`config.mk`:
```
export PLATFORM = sky130hd
export DESIGN_NAME = mei_tag_ctrl
export DESIGN_NICKNAME = d
export VERILOG_FILES = /design/src/rtl/mei_pkg.sv /design/src/rtl/mei_tag_array.sv /design/src/rtl/mei_access_arb.sv /design/src/rtl/mei_coh_update.sv /design/src/rtl/mei_tag_ctrl.sv
export SDC_FILE = /design/constraint.sdc
export NUM_CORES = 1
export LEC_CHECK = 0
export CAP_MARGIN = 20
export CORE_ASPECT_RATIO = 0.6
export CORE_UTILIZATION = 25
export DETAILED_ROUTE_END_ITERATION = 16
export DONT_BUFFER_PORTS = 1
export PLACE_DENSITY = 0.47
export SKIP_LAST_GASP = 1
export SYNTH_ARGS = -nofsm -noshare
export SYNTH_HDL_FRONTEND = slang
export SYNTH_SLANG_ARGS = --single-unit
```
`constraint.sdc`:
```
create_clock -name clk -period 4.2 [get_ports clk]
set_input_delay 0.63 -clock clk [delete_from_list [all_inputs] [get_ports clk]]
set_output_delay 0.63 -clock clk [all_outputs]
set_load 0.02 [all_outputs]
```
`src/rtl/mei_pkg.sv`:
```
package mei_pkg;

    typedef enum logic [1:0] {
        ST_INV = 2'b00,
        ST_EXC = 2'b01,
        ST_MOD = 2'b10
    } line_st_e;

    localparam logic [1:0] OP_LOAD  = 2'b00;
    localparam logic [1:0] OP_STORE = 2'b01;
    localparam logic [1:0] OP_FILL  = 2'b10;

endpackage

```
`src/rtl/mei_tag_array.sv`:
```
module mei_tag_array #(
    parameter int IDX_W = 4,
    parameter int TAG_W = 8
) (
    input  logic                 clk,
    input  logic                 rst_n,
    input  logic [IDX_W-1:0]     acc_idx,
    output logic [TAG_W-1:0]     rd_tag,
    output mei_pkg::line_st_e    rd_st,
    input  logic                 wr_en,
    input  logic                 wr_tag_en,
    input  logic [TAG_W-1:0]     wr_tag,
    input  mei_pkg::line_st_e    wr_st
);
    import mei_pkg::*;

    localparam int LINES = 1 << IDX_W;

    logic [TAG_W-1:0] tag_d [LINES];
    logic [TAG_W-1:0] tag_q [LINES];
    line_st_e         st_d  [LINES];
    line_st_e         st_q  [LINES];

    // one shared port: the same index addresses the read and the write
    assign rd_tag = tag_q[acc_idx];
    assign rd_st  = st_q[acc_idx];

    always_comb begin
        for (int i = 0; i < LINES; i++) begin
            tag_d[i] = tag_q[i];
            st_d[i]  = st_q[i];
        end
        if (wr_en) begin
            st_d[acc_idx] = wr_st;
            if (wr_tag_en) begin
                tag_d[acc_idx] = wr_tag;
            end
        end
    end

    always_ff @(posedge clk) begin
        for (int i = 0; i < LINES; i++) begin
            if (!rst_n) begin
                tag_q[i] <= '0;
                st_q[i]  <= ST_INV;
            end else begin
                tag_q[i] <= tag_d[i];
                st_q[i]  <= st_d[i];
            end
        end
    end

endmodule

```
`src/rtl/mei_access_arb.sv`:
```
module mei_access_arb #(
    parameter int IDX_W = 4,
    parameter int TAG_W = 8
) (
    input  logic             clk,
    input  logic             rst_n,
    input  logic             lcl_valid,
    input  logic [1:0]       lcl_op,
    input  logic [IDX_W-1:0] lcl_idx,
    input  logic [TAG_W-1:0] lcl_tag,
    input  logic             snp_valid,
    input  logic [IDX_W-1:0] snp_idx,
    input  logic [TAG_W-1:0] snp_tag,
    output logic             acc_valid,
    output logic             acc_snp,
    output logic [1:0]       acc_op,
    output logic [IDX_W-1:0] acc_idx,
    output logic [TAG_W-1:0] acc_tag,
    output logic             lcl_ready
);
    import mei_pkg::*;

    typedef struct packed {
        logic             vld;
        logic [1:0]       op;
        logic [IDX_W-1:0] idx;
        logic [TAG_W-1:0] tag;
    } hold_t;

    hold_t hold_d, hold_q;

    always_comb begin
        hold_d    = hold_q;
        acc_valid = 1'b0;
        acc_snp   = 1'b0;
        acc_op    = lcl_op;
        acc_idx   = lcl_idx;
        acc_tag   = lcl_tag;
        if (snp_valid) begin
            // snoop owns the port; a colliding local request is parked
            acc_valid = 1'b1;
            acc_snp   = 1'b1;
            acc_op    = OP_LOAD;
            acc_idx   = snp_idx;
            acc_tag   = snp_tag;
            if (lcl_valid && !hold_q.vld) begin
                hold_d.vld = 1'b1;
                hold_d.op  = lcl_op;
                hold_d.idx = lcl_idx;
                hold_d.tag = lcl_tag;
            end
        end else if (hold_q.vld) begin
            acc_valid  = 1'b1;
            acc_op     = hold_q.op;
            acc_idx    = hold_q.idx;
            acc_tag    = hold_q.tag;
            hold_d.vld = 1'b0;
        end else if (lcl_valid) begin
            acc_valid = 1'b1;
        end
    end

    always_ff @(posedge clk) begin
        if (!rst_n) begin
            hold_q <= '0;
        end else begin
            hold_q <= hold_d;
        end
    end

    assign lcl_ready = !hold_q.vld;

endmodule

```
`src/rtl/mei_coh_update.sv`:
```
module mei_coh_update #(
    parameter int TAG_W = 8
) (
    input  logic              acc_valid,
    input  logic              acc_snp,
    input  logic [1:0]        acc_op,
    input  logic [TAG_W-1:0]  acc_tag,
    input  logic [TAG_W-1:0]  rd_tag,
    input  mei_pkg::line_st_e rd_st,
    output logic              hit,
    output logic              wr_en,
    output logic              wr_tag_en,
    output mei_pkg::line_st_e wr_st,
    output logic              wb
);
    import mei_pkg::*;

    always_comb begin
        hit       = acc_valid && (rd_st != ST_INV) && (rd_tag == acc_tag);
        wr_en     = 1'b0;
        wr_tag_en = 1'b0;
        wr_st     = rd_st;
        wb        = 1'b0;
        if (acc_valid) begin
            if (acc_snp) begin
                if (hit) begin
                    wr_en = 1'b1;
                    wr_st = ST_INV;
                    wb    = (rd_st == ST_MOD);
                end
            end else begin
                case (acc_op)
                    OP_FILL: begin
                        wr_en     = 1'b1;
                        wr_tag_en = 1'b1;
                        wr_st     = ST_EXC;
                    end
                    OP_STORE: begin
                        if (hit) begin
                            wr_en = 1'b1;
                            wr_st = ST_MOD;
                        end
                    end
                    default: begin
                        wr_en = 1'b0;
                    end
                endcase
            end
        end
    end

endmodule

```
`src/rtl/mei_tag_ctrl.sv`:
```
module mei_tag_ctrl #(
    parameter int IDX_W = 4,
    parameter int TAG_W = 8
) (
    input  logic             clk,
    input  logic             rst_n,
    input  logic             lcl_valid,
    input  logic [1:0]       lcl_op,
    input  logic [IDX_W-1:0] lcl_idx,
    input  logic [TAG_W-1:0] lcl_tag,
    output logic             lcl_ready,
    input  logic             snp_valid,
    input  logic [IDX_W-1:0] snp_idx,
    input  logic [TAG_W-1:0] snp_tag,
    output logic             lcl_done,
    output logic             lcl_hit,
    output logic [1:0]       lcl_state,
    output logic             snp_done,
    output logic             snp_hit,
    output logic             wb_req,
    output logic [IDX_W-1:0] wb_idx
);
    import mei_pkg::*;

    typedef struct packed {
        logic             l_done;
        logic             l_hit;
        logic [1:0]       l_st;
        logic             s_done;
        logic             s_hit;
        logic             wb;
        logic [IDX_W-1:0] wb_idx;
    } resp_t;

    logic             acc_valid;
    logic             acc_snp;
    logic [1:0]       acc_op;
    logic [IDX_W-1:0] acc_idx;
    logic [TAG_W-1:0] acc_tag;
    logic [TAG_W-1:0] rd_tag;
    line_st_e         rd_st;
    logic             hit;
    logic             wr_en;
    logic             wr_tag_en;
    line_st_e         wr_st;
    logic             wb;
    resp_t            resp_d, resp_q;

    mei_access_arb #(.IDX_W(IDX_W), .TAG_W(TAG_W)) arb_i (
        .clk       (clk),
        .rst_n     (rst_n),
        .lcl_valid (lcl_valid),
        .lcl_op    (lcl_op),
        .lcl_idx   (lcl_idx),
        .lcl_tag   (lcl_tag),
        .snp_valid (snp_valid),
        .snp_idx   (snp_idx),
        .snp_tag   (snp_tag),
        .acc_valid (acc_valid),
        .acc_snp   (acc_snp),
        .acc_op    (acc_op),
        .acc_idx   (acc_idx),
        .acc_tag   (acc_tag),
        .lcl_ready (lcl_ready)
    );

    mei_tag_array #(.IDX_W(IDX_W), .TAG_W(TAG_W)) array_i (
        .clk       (clk),
        .rst_n     (rst_n),
        .acc_idx   (acc_idx),
        .rd_tag    (rd_tag),
        .rd_st     (rd_st),
        .wr_en     (wr_en),
        .wr_tag_en (wr_tag_en),
        .wr_tag    (acc_tag),
        .wr_st     (wr_st)
    );

    mei_coh_update #(.TAG_W(TAG_W)) upd_i (
        .acc_valid (acc_valid),
        .acc_snp   (acc_snp),
        .acc_op    (acc_op),
        .acc_tag   (acc_tag),
        .rd_tag    (rd_tag),
        .rd_st     (rd_st),
        .hit       (hit),
        .wr_en     (wr_en),
        .wr_tag_en (wr_tag_en),
        .wr_st     (wr_st),
        .wb        (wb)
    );

    always_comb begin
        resp_d        = '0;
        resp_d.l_done = acc_valid && !acc_snp;
        resp_d.l_hit  = hit && !acc_snp;
        resp_d.l_st   = (hit && !acc_snp) ? rd_st : ST_INV;
        resp_d.s_done = acc_valid && acc_snp;
        resp_d.s_hit  = hit && acc_snp;
        resp_d.wb     = wb;
        resp_d.wb_idx = wb ? acc_idx : '0;
    end

    always_ff @(posedge clk) begin
        if (!rst_n) begin
            resp_q <= '0;
        end else begin
            resp_q <= resp_d;
        end
    end

    assign lcl_done  = resp_q.l_done;
    assign lcl_hit   = resp_q.l_hit;
    assign lcl_state = resp_q.l_st;
    assign snp_done  = resp_q.s_done;
    assign snp_hit   = resp_q.s_hit;
    assign wb_req    = resp_q.wb;
    assign wb_idx    = resp_q.wb_idx;

endmodule

```
==> impl_metrics.csv <==
group,metric,value,unit
run_status,status,"complete, no violations",
flow_run,cap_violations,0,
floorplan,ios,42,
synth,synth_edf_count,0,
synth,synth_seq_cells,186,
setup_path,crit_chain,"mux2_4 -> o21ai_4 -> mux4_2 -> a22o_1 -> or4_4 -> a2111oi_4 -> o2111ai_2 -> buf_4 -> o41ai_1 -> mux2i_1",
power_and_ir_drop,pwr-share-clk,0.430,
hold_path,hold_path_startpoint,"lcl_idx[3]",
setup_path,worstPathArrival,4.28,ns
detailed_routing,routed_wl,36.1,mm
place,globalplace.congestion,0.905,
setup_path,worst-path-max-fanout,16,
power_and_ir_drop,powerDensity,366,nW/um2
power_and_ir_drop,seqPwrFrac,0.447,
setup_path,endpoint_kind,"flip-flop",
floorplan,die_w,253,um
power_and_ir_drop,p_leak,3.50,nW
setup_path,critical-path-max-stage-delay,0.55,ns
global_route,grt_max_degree,182,
power_and_ir_drop,switching_share,0.279,
synth,synth-warning-count,0,
layout,utilization,0.296,
detailed_routing,ant_nets,0,
timing,max_freq,0.257,GHz
synth,synth-async-reset-ratio,0,
detailed_routing,vias,8618,
global_route,grt_pass1_vias,7959,
synth,yosysTopAreaCell,"dfxtp_1",
cts,clk_pin_slew_worst_paths,0.07,ns
power_and_ir_drop,comb_power_share,0.123,
global_route,antenna_found_initial,0,
setup_path,cp.depth,10,
synth,syn_inst,1156,
timing,fin_crit,3.90,ns
timing,period_share,0.928,
synth,synth_commonest_cells,"359 x nand2_1, 186 x dfxtp_1, 142 x a21boi_0",
cts,cts_buffers,17,
setup_path,critical_path.top_delay_family,"compound AO/OA/AOI/OAI gates",
detailed_routing,drtPass1Iterations,5,
setup_path,ff2ff_setup_slack,0.30,ns
setup_path,reg2reg_depth,10,
timing,hold_slack,0.313,ns
floorplan,dieHeight,153,um
timing,grt_setup_unrepaired,"false",
timing,tightest_slew,1.16,ns
place,portBuffers,0,
setup_path,r2r_start,"arb_i.hold_q[14]",
power_and_ir_drop,vdd_drop_max,0.000291,V
cts,cts_max_level,4,
setup_path,start_kind,"flip-flop",
power_and_ir_drop,switchingPower,0.00111,W
synth,synth.most_common_cell,"nand2_1",
cts,cts_sinks,186,
timing,finClkSkew,0.0100,ns
setup_path,startpoint,"arb_i.hold_q[14]",
synth,synth_top_area_frac,0.394,
synth,synth_cell_types,66,
layout,synthToLayoutAreaGrowth,15.1,%
layout,nets,1190,
detailed_routing,drt_first_iter_violations,707,
detailed_routing,wire_per_inst,21.6,um
power_and_ir_drop,p_total,0.00398,W
global_route,grt_usage,0.188,
hold_path,hold_depth,2,
timing,slew_viol_final,0,
setup_path,slowest_stage,"or4_4",
cts,cts_tree,"built",
synth,synthFlopType,"dfxtp_1",
hold_path,hold_class,"in2reg",
setup_path,critPathBufInv,1,
timing,setup_violations,0,
detailed_routing,drc,0,
setup_path,crit_type,"reg2reg",
layout,layout-drive-gt1-share,0.125,
synth,yosysSeqAreaShare,0.394,
synth,avgSynthCellArea,8.18,um2
global_route,grt_pass1_wl,53.6,mm
place,dp_hpwl,25.4,mm
timing,tns,0,ns
floorplan,start_util,0.257,
timing,max_slew_margin,0.224,
timing,hold_viol,0,
power_and_ir_drop,intPower,0.00287,W
synth,synthesis.area,9450,um2
global_route,grt_overflow,0,
detailed_routing,via_per_inst,5.15,
cts,insertion_delay,0.46,ns
cts,clock_path_buffers,2,
layout,diodes,0,
cts,root_buffer,"clkbuf_16",
synth,syn_nets,1188,
floorplan,dieArea,38600,um2
setup_path,critPathRequiredTime,4.59,ns
floorplan,rows,54,
floorplan,core-area,36800,um2
synth,synth_area_leaders,"dfxtp_1 39%, nand2_1 14%, a21boi_0 11%",
per-layer routing:
layer / up-vias / GRT usage / share of wire
met4: 0 / 0.0367 / 0.0093
met5: - / 0 / 0
li1: 4068 / - / -
met1: 4176 / 0.297 / 0.51
met3: 27 / 0.0538 / 0.097
met2: 347 / 0.243 / 0.38
final timing paths:
kind                                           end
worst max register to register  array_i.st_q[1][1]
worst min-delay path              arb_i.hold_q[11]
worst min register to register  array_i.st_q[5][1]
worst max-delay path            array_i.st_q[1][1]
cells in the final DEF (no fill, tap or decap), types with 14 or more instances in the layout:
cell | netlist | routed
a21oi_1 | 21 | 18
a31oi_1 | 14 | 14
nand2_1 | 359 | 359
o211ai_1 | 21 | 21
nor2_1 | 44 | 44
mux2i_1 | 47 | 47
o21ai_0 | 34 | 34
inv_1 | 21 | 21
a21boi_0 | 142 | 142
dfxtp_1 | 186 | 185
buf_4 | 4 | 60
clkbuf_16 | 0 | 17
flip-flops by register name (all words and copies together), names as in the netlist:
name,flops
array_i.tag_q,128
wb_req,1
lcl_hit,1
snp_hit,1
lcl_done,1
snp_done,1
lcl_state,2
array_i.st_q,32
arb_i.hold_q,15
wb_idx,4
kinds of logic after synthesis:
group,Yosys count,share of synthesized area
multiplexers,70,0.0895
flip-flops,186,0.394
buffers and inverters,102,0.0466
XOR/XNOR,3,0.00278
AND/OR/NAND/NOR,461,0.199
AO/OA/AOI/OAI,332,0.266
adder cells (fa/ha/maj),2,0.00265
final cells by class:
cell class,instances,area [um2]
Timing Repair Buffer,63,510
Fill cell,3972,25900
Sequential cell,186,3720
Clock buffer,18,429
Clock inverter,14,170
Multi-Input combinational cell,868,5340
Tap cell,504,631
Inverter,22,82.6
repair_timing:
item / 4_1_cts / 5_1_grt
hold buffers: 0 / 0
buffers inserted: 0 / 0
gates resized for setup: 0 / 3
setup endpoints to repair: 0 / 8
through the flow:
stage	instance area (um2)	setup WS, ns	instances
3_3_place_gp	10300	0.233	1643
2_1_floorplan	9450	0.449	1156
6_report	10900	0.302	1675
5_1_grt	10900	0.0963	1675
3_5_place_dp	10300	0.123	1643
4_1_cts	10900	0.0367	1675
power by group through the flow:
stage	clock, W	sequential, W	combinational, W
after detailed placement	0	0.00182	0.000476
after CTS	0.00174	0.00178	0.000477
final	0.00171	0.00178	0.000491
after floorplan	0	0.00182	0.000312
after global placement	0	0.00182	0.000478
after global routing	0.00181	0.00178	0.000511
Note: power is estimated with default switching activity, not from simulation.
